$ cat src/rtl/rfc_pkg.sv
package rfc_pkg;
  typedef enum logic [1:0] {
    ST_IDLE  = 2'd0,
    ST_ARM   = 2'd1,
    ST_COUNT = 2'd2
  } rfc_state_e;

  typedef enum logic {
    MODE_DIRECT = 1'b0,
    MODE_PERIOD = 1'b1
  } rfc_mode_e;

  localparam int unsigned NUM_PATHS = 3;
  localparam int unsigned PATH_SEL_W = 2;
endpackage

$ cat src/rtl/rfc_edge_sync.sv
module rfc_edge_sync #(
  parameter int unsigned STAGES = 2
) (
  input  logic clk,
  input  logic rst_n,
  input  logic async_i,
  output logic rise_o
);
  logic [STAGES-1:0] sync_q;
  logic              prev_q;

  always_ff @(posedge clk or negedge rst_n) begin
    if (!rst_n) begin
      sync_q <= '0;
      prev_q <= 1'b0;
    end else begin
      sync_q <= {sync_q[STAGES-2:0], async_i};
      prev_q <= sync_q[STAGES-1];
    end
  end

  assign rise_o = sync_q[STAGES-1] & ~prev_q;
endmodule

$ cat src/rtl/rfc_ctrl.sv
module rfc_ctrl
  import rfc_pkg::*;
(
  input  logic                  clk,
  input  logic                  rst_n,
  input  logic                  start_i,
  input  logic                  stop_i,
  input  logic                  gate_tick_i,
  input  logic                  mode_i,
  input  logic                  gate_src_i,
  input  logic [PATH_SEL_W-1:0] path_sel_i,
  input  logic                  rise_i,
  input  logic                  ref_tick_i,
  output logic                  busy_o,
  output logic                  done_o,
  output logic                  irq_o,
  output logic                  inc_o,
  output logic                  fin_o,
  output logic [NUM_PATHS-1:0]  path_en_o
);
  rfc_state_e            state_q, state_d;
  rfc_mode_e             mode_q;
  logic                  src_q;
  logic [PATH_SEL_W-1:0] path_q;
  logic                  done_q, irq_q;
  logic                  closing;

  // Which event ends a direct-mode gate depends on the captured source.
  assign closing = src_q ? gate_tick_i : stop_i;

  always_comb begin
    inc_o   = 1'b0;
    fin_o   = 1'b0;
    state_d = state_q;
    if (start_i) begin
      state_d = (rfc_mode_e'(mode_i) == MODE_PERIOD) ? ST_ARM : ST_COUNT;
    end else begin
      case (state_q)
        ST_ARM: begin
          if (rise_i) state_d = ST_COUNT;
        end
        ST_COUNT: begin
          if (mode_q == MODE_PERIOD) begin
            inc_o = ref_tick_i & ~rise_i;
            fin_o = rise_i;
          end else begin
            inc_o = rise_i;
            fin_o = closing;
          end
          if (fin_o) state_d = ST_IDLE;
        end
        default: state_d = ST_IDLE;
      endcase
    end
  end

  always_ff @(posedge clk or negedge rst_n) begin
    if (!rst_n) begin
      state_q <= ST_IDLE;
      mode_q  <= MODE_DIRECT;
      src_q   <= 1'b0;
      path_q  <= '0;
      done_q  <= 1'b0;
      irq_q   <= 1'b0;
    end else begin
      state_q <= state_d;
      irq_q   <= fin_o & (mode_q == MODE_PERIOD);
      if (start_i) begin
        mode_q <= rfc_mode_e'(mode_i);
        src_q  <= gate_src_i;
        path_q <= path_sel_i;
        done_q <= 1'b0;
      end else if (fin_o) begin
        done_q <= 1'b1;
      end
    end
  end

  assign busy_o = (state_q != ST_IDLE);
  assign done_o = done_q;
  assign irq_o  = irq_q;

  for (genvar g = 0; g < NUM_PATHS; g++) begin : g_path
    assign path_en_o[g] = busy_o && (path_q == PATH_SEL_W'(g));
  end

  AST_PATH_ONEHOT: assert property (@(posedge clk) disable iff (!rst_n)
    $onehot0(path_en_o));
  AST_IRQ_FROM_PERIOD: assert property (@(posedge clk) disable iff (!rst_n)
    $rose(irq_o) |-> ($past(state_q) == ST_COUNT && $past(mode_q) == MODE_PERIOD));
  AST_IRQ_SINGLE: assert property (@(posedge clk) disable iff (!rst_n)
    irq_o |=> !irq_o);
  AST_START_CLEARS_DONE: assert property (@(posedge clk) disable iff (!rst_n)
    start_i |=> (!done_o && busy_o));
endmodule

$ cat src/rtl/rfc_counter.sv
module rfc_counter #(
  parameter int unsigned CNT_W = 16
) (
  input  logic             clk,
  input  logic             rst_n,
  input  logic             clr_i,
  input  logic             inc_i,
  input  logic             fin_i,
  output logic [CNT_W-1:0] latch_o,
  output logic             ovf_o
);
  localparam logic [CNT_W-1:0] CNT_MAX = {CNT_W{1'b1}};

  logic [CNT_W-1:0] cnt_q, cnt_d;
  logic             ovf_q;

  assign cnt_d = inc_i ? cnt_q + 1'b1 : cnt_q;

  always_ff @(posedge clk or negedge rst_n) begin
    if (!rst_n) begin
      cnt_q   <= '0;
      ovf_q   <= 1'b0;
      latch_o <= '0;
    end else if (clr_i) begin
      cnt_q <= '0;
      ovf_q <= 1'b0;
    end else begin
      cnt_q <= cnt_d;
      if (inc_i && cnt_q == CNT_MAX) ovf_q <= 1'b1;
      if (fin_i) latch_o <= cnt_d;
    end
  end

  assign ovf_o = ovf_q;

  AST_OVF_STICKY: assert property (@(posedge clk) disable iff (!rst_n)
    (ovf_o && !clr_i) |=> ovf_o);
  AST_LATCH_FROZEN: assert property (@(posedge clk) disable iff (!rst_n)
    !fin_i |=> $stable(latch_o));
  AST_CLEAR_ON_START: assert property (@(posedge clk) disable iff (!rst_n)
    clr_i |=> (cnt_q == '0 && !ovf_o));
endmodule

$ cat src/rtl/rfc_nibble_mux.sv
module rfc_nibble_mux #(
  parameter int unsigned DATA_W = 16,
  parameter int unsigned NIB_W  = 4,
  parameter int unsigned SEL_W  = 2
) (
  input  logic [DATA_W-1:0] data_i,
  input  logic [SEL_W-1:0]  sel_i,
  output logic [NIB_W-1:0]  nib_o
);
  localparam int unsigned NUM_NIB = DATA_W / NIB_W;

  logic [NIB_W-1:0] nibs [NUM_NIB];

  for (genvar g = 0; g < NUM_NIB; g++) begin : g_nib
    assign nibs[g] = data_i[g*NIB_W +: NIB_W];
  end

  always_comb begin
    nib_o = '0;
    for (int i = 0; i < NUM_NIB; i++) begin
      if (sel_i == SEL_W'(i)) nib_o = nibs[i];
    end
  end
endmodule

$ cat src/rtl/rfc_meter.sv
module rfc_meter #(
  parameter int unsigned CNT_W       = 16,
  parameter int unsigned NIB_W       = 4,
  parameter int unsigned SYNC_STAGES = 2,
  localparam int unsigned NUM_NIB    = CNT_W / NIB_W,
  localparam int unsigned SEL_W      = (NUM_NIB > 1) ? $clog2(NUM_NIB) : 1
) (
  input  logic             clk,
  input  logic             rst_n,
  input  logic             osc_in,
  input  logic             ref_tick,
  input  logic             gate_tick,
  input  logic             start,
  input  logic             stop,
  input  logic             mode,
  input  logic             gate_src,
  input  logic [1:0]       path_sel,
  input  logic [SEL_W-1:0] nib_sel,
  output logic             busy,
  output logic             done,
  output logic             irq,
  output logic             ovf,
  output logic [NIB_W-1:0] nib_out,
  output logic [2:0]       path_en
);
  logic             rise;
  logic             inc, fin;
  logic [CNT_W-1:0] result;

  rfc_edge_sync #(.STAGES(SYNC_STAGES)) u_sync (
    .clk(clk), .rst_n(rst_n), .async_i(osc_in), .rise_o(rise)
  );

  rfc_ctrl u_ctrl (
    .clk(clk), .rst_n(rst_n), .start_i(start), .stop_i(stop),
    .gate_tick_i(gate_tick), .mode_i(mode), .gate_src_i(gate_src),
    .path_sel_i(path_sel), .rise_i(rise), .ref_tick_i(ref_tick),
    .busy_o(busy), .done_o(done), .irq_o(irq), .inc_o(inc), .fin_o(fin),
    .path_en_o(path_en)
  );

  rfc_counter #(.CNT_W(CNT_W)) u_cnt (
    .clk(clk), .rst_n(rst_n), .clr_i(start), .inc_i(inc), .fin_i(fin),
    .latch_o(result), .ovf_o(ovf)
  );

  rfc_nibble_mux #(.DATA_W(CNT_W), .NIB_W(NIB_W), .SEL_W(SEL_W)) u_mux (
    .data_i(result), .sel_i(nib_sel), .nib_o(nib_out)
  );

  AST_IDLE_NO_PATH: assert property (@(posedge clk) disable iff (!rst_n)
    !busy |-> (path_en == '0));
  AST_DONE_NOT_BUSY: assert property (@(posedge clk) disable iff (!rst_n)
    $rose(done) |-> !busy);
endmodule

$ cat config.mk
export PLATFORM = sky130hd
export DESIGN_NAME = rfc_meter
export DESIGN_NICKNAME = d
export VERILOG_FILES = /design/src/rtl/rfc_pkg.sv /design/src/rtl/rfc_edge_sync.sv /design/src/rtl/rfc_ctrl.sv /design/src/rtl/rfc_counter.sv /design/src/rtl/rfc_nibble_mux.sv /design/src/rtl/rfc_meter.sv
export SDC_FILE = /design/constraint.sdc
export NUM_CORES = 1
export LEC_CHECK = 0
export BUFFER_PORTS_ARGS = -buffer_cell sky130_fd_sc_hd__buf_2
export CAP_MARGIN = 20
export CELL_PAD_IN_SITES_DETAIL_PLACEMENT = 1
export CELL_PAD_IN_SITES_GLOBAL_PLACEMENT = 1
export CORE_MARGIN = 5
export CORE_UTILIZATION = 45
export CTS_CLUSTER_SIZE = 25
export DETAILED_ROUTE_END_ITERATION = 12
export PLACE_DENSITY_LB_ADDON = 0.2
export SYNTH_ARGS = -nofsm -noshare
export SYNTH_HDL_FRONTEND = slang
export SYNTH_SLANG_ARGS = --single-unit
$ cat constraint.sdc
create_clock -name clk -period 1.8 [get_ports clk]
set_input_delay 0.36 -clock clk [delete_from_list [all_inputs] [get_ports clk]]
set_output_delay 0.36 -clock clk [all_outputs]
set_load 0.03 [all_outputs]
==> impl_metrics.py <==
metrics = {
    "clocking": {
        "clkSinkCount": 44,
        "cts-htree-levels": 2,
        "clk_path_buf_depth": 2,
        "path_clk_slew_ns": 0.07,
        "cts_tree": "done",
        "cts_buffers": 5,
        "clk-insertion-delay-late_ns": 0.29,
        "root_buffer": "clkbuf_8",
    },
    "critical_path": {
        "path_class": "flop to primary output",
        "cp.arrival_ns": 1.35,
        "r2r_start": "u_cnt.cnt_q[0]",
        "startpoint_type": "flop",
        "crit_path_end_kind": "primary output",
        "cp_max_fo": 2,
        "crit_start": "u_cnt.latch_o[1]",
        "required_ns": 1.44,
    },
    "grt": {
        "grt_start_max_net_pins": 34,
        "grt_pass1_vias": 1566,
        "grt_overflow": 0,
        "grt_pass1_wl_um": 7514,
        "groute.usage.overall_pct": 16.08,
        "grt_antenna_before_repair": 0,
    },
    "cells_and_area": {
        "nets": 224,
        "final_common_cell": "dfrtp_1",
        "final_cells": 262,
        "n_antenna_cell": 0,
        "area_growth_pct": 15.06,
        "final_cell_mix": "dfrtp_1 (44), buf_2 (23), nor2_1 (21)",
        "drive_above_1_share_pct": 23.33,
    },
    "pwr": {
        "vdd.ir_drop.worst_mv": 0.3598,
        "p_per_area_nw_per_um2": 788.5,
        "p_leak_nw": 1.091,
        "power_switching_mw": 0.4534,
        "share_comb_of_total_power_pct": 11.3,
        "internal_power_mw": 1.356,
        "p_seq_share_pct": 57.1,
        "clock_power_share_pct": 31.6,
        "power_mw": 1.809,
        "swShare_pct": 25.06,
    },
    "outcome": {
        "outcome": "complete, no violations",
    },
    "timing": {
        "min_period_ns": 1.706,
        "final.setup_skew_ns": 0.004890,
        "max_clock_freq_mhz": 586.3,
        "period_share_pct": 94.76,
        "slew_viol_final": 0,
        "hold_viol": 0,
        "worst_slew_pin_slew_ns": 0.3673,
        "setup_violations": 0,
        "slew_headroom_pct": 75.51,
    },
    "place": {
        "io_buffer_count": 23,
        "dpl.hpwl_um": 3340,
        "dp.cells": 253,
        "place_congestion": 0.8103,
    },
    "logic_synthesis": {
        "yosysWarnings": 0,
        "synth_ff_type": "dfrtp_1",
        "syn_avg_cell_area_um2": 11.02,
        "syn_area_um2": 1994,
        "ys_types": 32,
        "yosysSeqAreaShare_pct": 55.21,
        "syn_nets": 195,
        "synth_seq_cells": 44,
        "synthCells": 181,
        "synth-async-reset-ratio_pct": 100.0,
        "synth-edff-count": 0,
    },
    "routing": {
        "drt-initial-drc-count": 58,
        "routedWlPerCell_um": 16.66,
        "ant_nets": 0,
        "totalWireLength_um": 4366,
        "num_vias": 1430,
        "drc": 0,
        "firstDrtPassIters": 4,
        "via_per_inst": 5.458,
    },
    "run": {
        "maxCapViolations": 0,
    },
    "floorplan": {
        "die_x_um": 76.58,
        "die_area_um2": 5864,
        "io-pin-count": 24,
        "die_y_um": 76.58,
        "rows": 24,
        "initial_core_util_pct": 46.12,
        "core_um2": 4324,
    },
    "worst_hold_path": {
        "hp-start": "osc_in",
        "min_path_type": "primary input to flop",
    },
}
==> Yosys cell counts, types with 2 or more instances <==
| master | number | area (um^2) |
|---|---|---|
| dfrtp_1 | 44 | 1101 |
| nor2_1 | 21 | 78.83 |
| nand2_1 | 19 | 71.32 |
| xor2_1 | 14 | 122.6 |
| o21ai_1 | 11 | 55.05 |
| and3_1 | 9 | 56.30 |
| nand3_1 | 8 | 40.04 |
| nand4_1 | 7 | 43.79 |
| o21ai_0 | 7 | 35.03 |
| mux2_2 | 5 | 56.30 |
| buf_2 | 4 | 20.02 |
| clkbuf_1 | 4 | 15.01 |
| mux4_2 | 4 | 90.09 |
| and4_1 | 3 | 26.28 |
| and2_1 | 2 | 12.51 |
| inv_1 | 2 | 7.510 |
| nor3b_1 | 2 | 15.01 |
==> power by group through the flow <==
| stage | clock network [mW] | logic (mW) | registers, mW |
|---|---|---|---|
| after floorplan | 0 | 0.112 | 1.05 |
| after global placement | 0 | 0.188 | 1.05 |
| after detailed placement | 0 | 0.194 | 1.05 |
| after CTS | 0.591 | 0.196 | 1.03 |
| after global routing | 0.641 | 0.225 | 1.04 |
| final | 0.572 | 0.204 | 1.03 |
==> flip-flops by register name, summed over array words and instances, names as in the netlist <==
name	flops
u_ctrl.src_q	1
u_sync.sync_q	2
u_cnt.latch_o	16
u_cnt.ovf_o	1
u_ctrl.mode_q	1
u_ctrl.state_q	2
u_cnt.cnt_q	16
u_ctrl.path_q	2
u_ctrl.irq_o	1
u_ctrl.done_o	1
u_sync.prev_q	1
==> cell families (layout without fill, tap and decap cells) <==
group / Yosys count / in the layout / synth area share, %
and+or+nand+nor: 76 / 76 / 19.26
DFF: 44 / 44 / 55.21
AOI/OAI and AO/OA: 23 / 23 / 6.650
xor gates and xnor gates: 15 / 15 / 6.587
muxes: 11 / 11 / 8.971
buffers and inverters: 11 / 40 / 2.698
adders and majority gates: 1 / 1 / 0.6273
==> routing by layer <==
| layer | GRT usage [%] | up-vias | share of wire (%) |
|---|---|---|---|
| li1 | - | 684 | - |
| met1 | 20.23 | 726 | 45 |
| met2 | 27.65 | 12 | 52 |
| met3 | 2.600 | 8 | 1.7 |
| met4 | 5.944 | 0 | 1.4 |
| met5 | 0 | - | 0 |
==> what timing repair did <==
item,4_1_cts,5_1_grt
endpoints found under the setup margin,0,22
hold buffers,1,0
hold endpoints to repair,15,0
gates resized for setup,0,1
setup buffers,0,1
==> final timing paths <==
path / end / slack [ns] / depth (start not counted)
max in group asynchronous: u_cnt.latch_o[14] / 0.76 / 3
worst min-delay path: u_sync.sync_q[0] / 0.17 / 1
min in group asynchronous: u_ctrl.path_q[1] / 0.51 / 2
worst max register to register: u_cnt.latch_o[12] / 0.12 / 6
worst min register to register: u_sync.sync_q[1] / 0.35 / 0
worst max-delay path: nib_out[1] / 0.09 / 2
==> critical path, stage by stage, from the launching register on <==
cell and delay (ns):
dfrtp_1 0.41, mux4_2 0.45, buf_2 0.19
==> metrics by stage <==
step / hold slack (ns) / utilization (%) / setup TNS [ns] / instance area [um^2] / setup slack [ns]
after CTS: 0.1635 / 52.58 / 0 / 2273 / 0.006748
after global routing: 0.1587 / 53.07 / -0.0006679 / 2295 / -0.0006679
final: 0.1721 / 53.07 / 0 / 2295 / 0.09429
after floorplan: 0.06441 / - / 0 / 1994 / 0.2225
after detailed placement: 0.2910 / 50.55 / 0 / 2186 / 0.02080
after global placement: 0.2926 / 50.55 / 0 / 2186 / 0.03416
==> cell type report <==
cell class                 instances  area, um^2
fill                             486        2029
timing repair buffer              31       202.7
clock inverter                     1       5.005
inverter                           2       7.507
clock buffer                       6       72.57
tap                               52       65.06
sequential                        44        1101
multi-input combinational        126       840.8
Note: power is estimated with default switching activity, not from simulation.
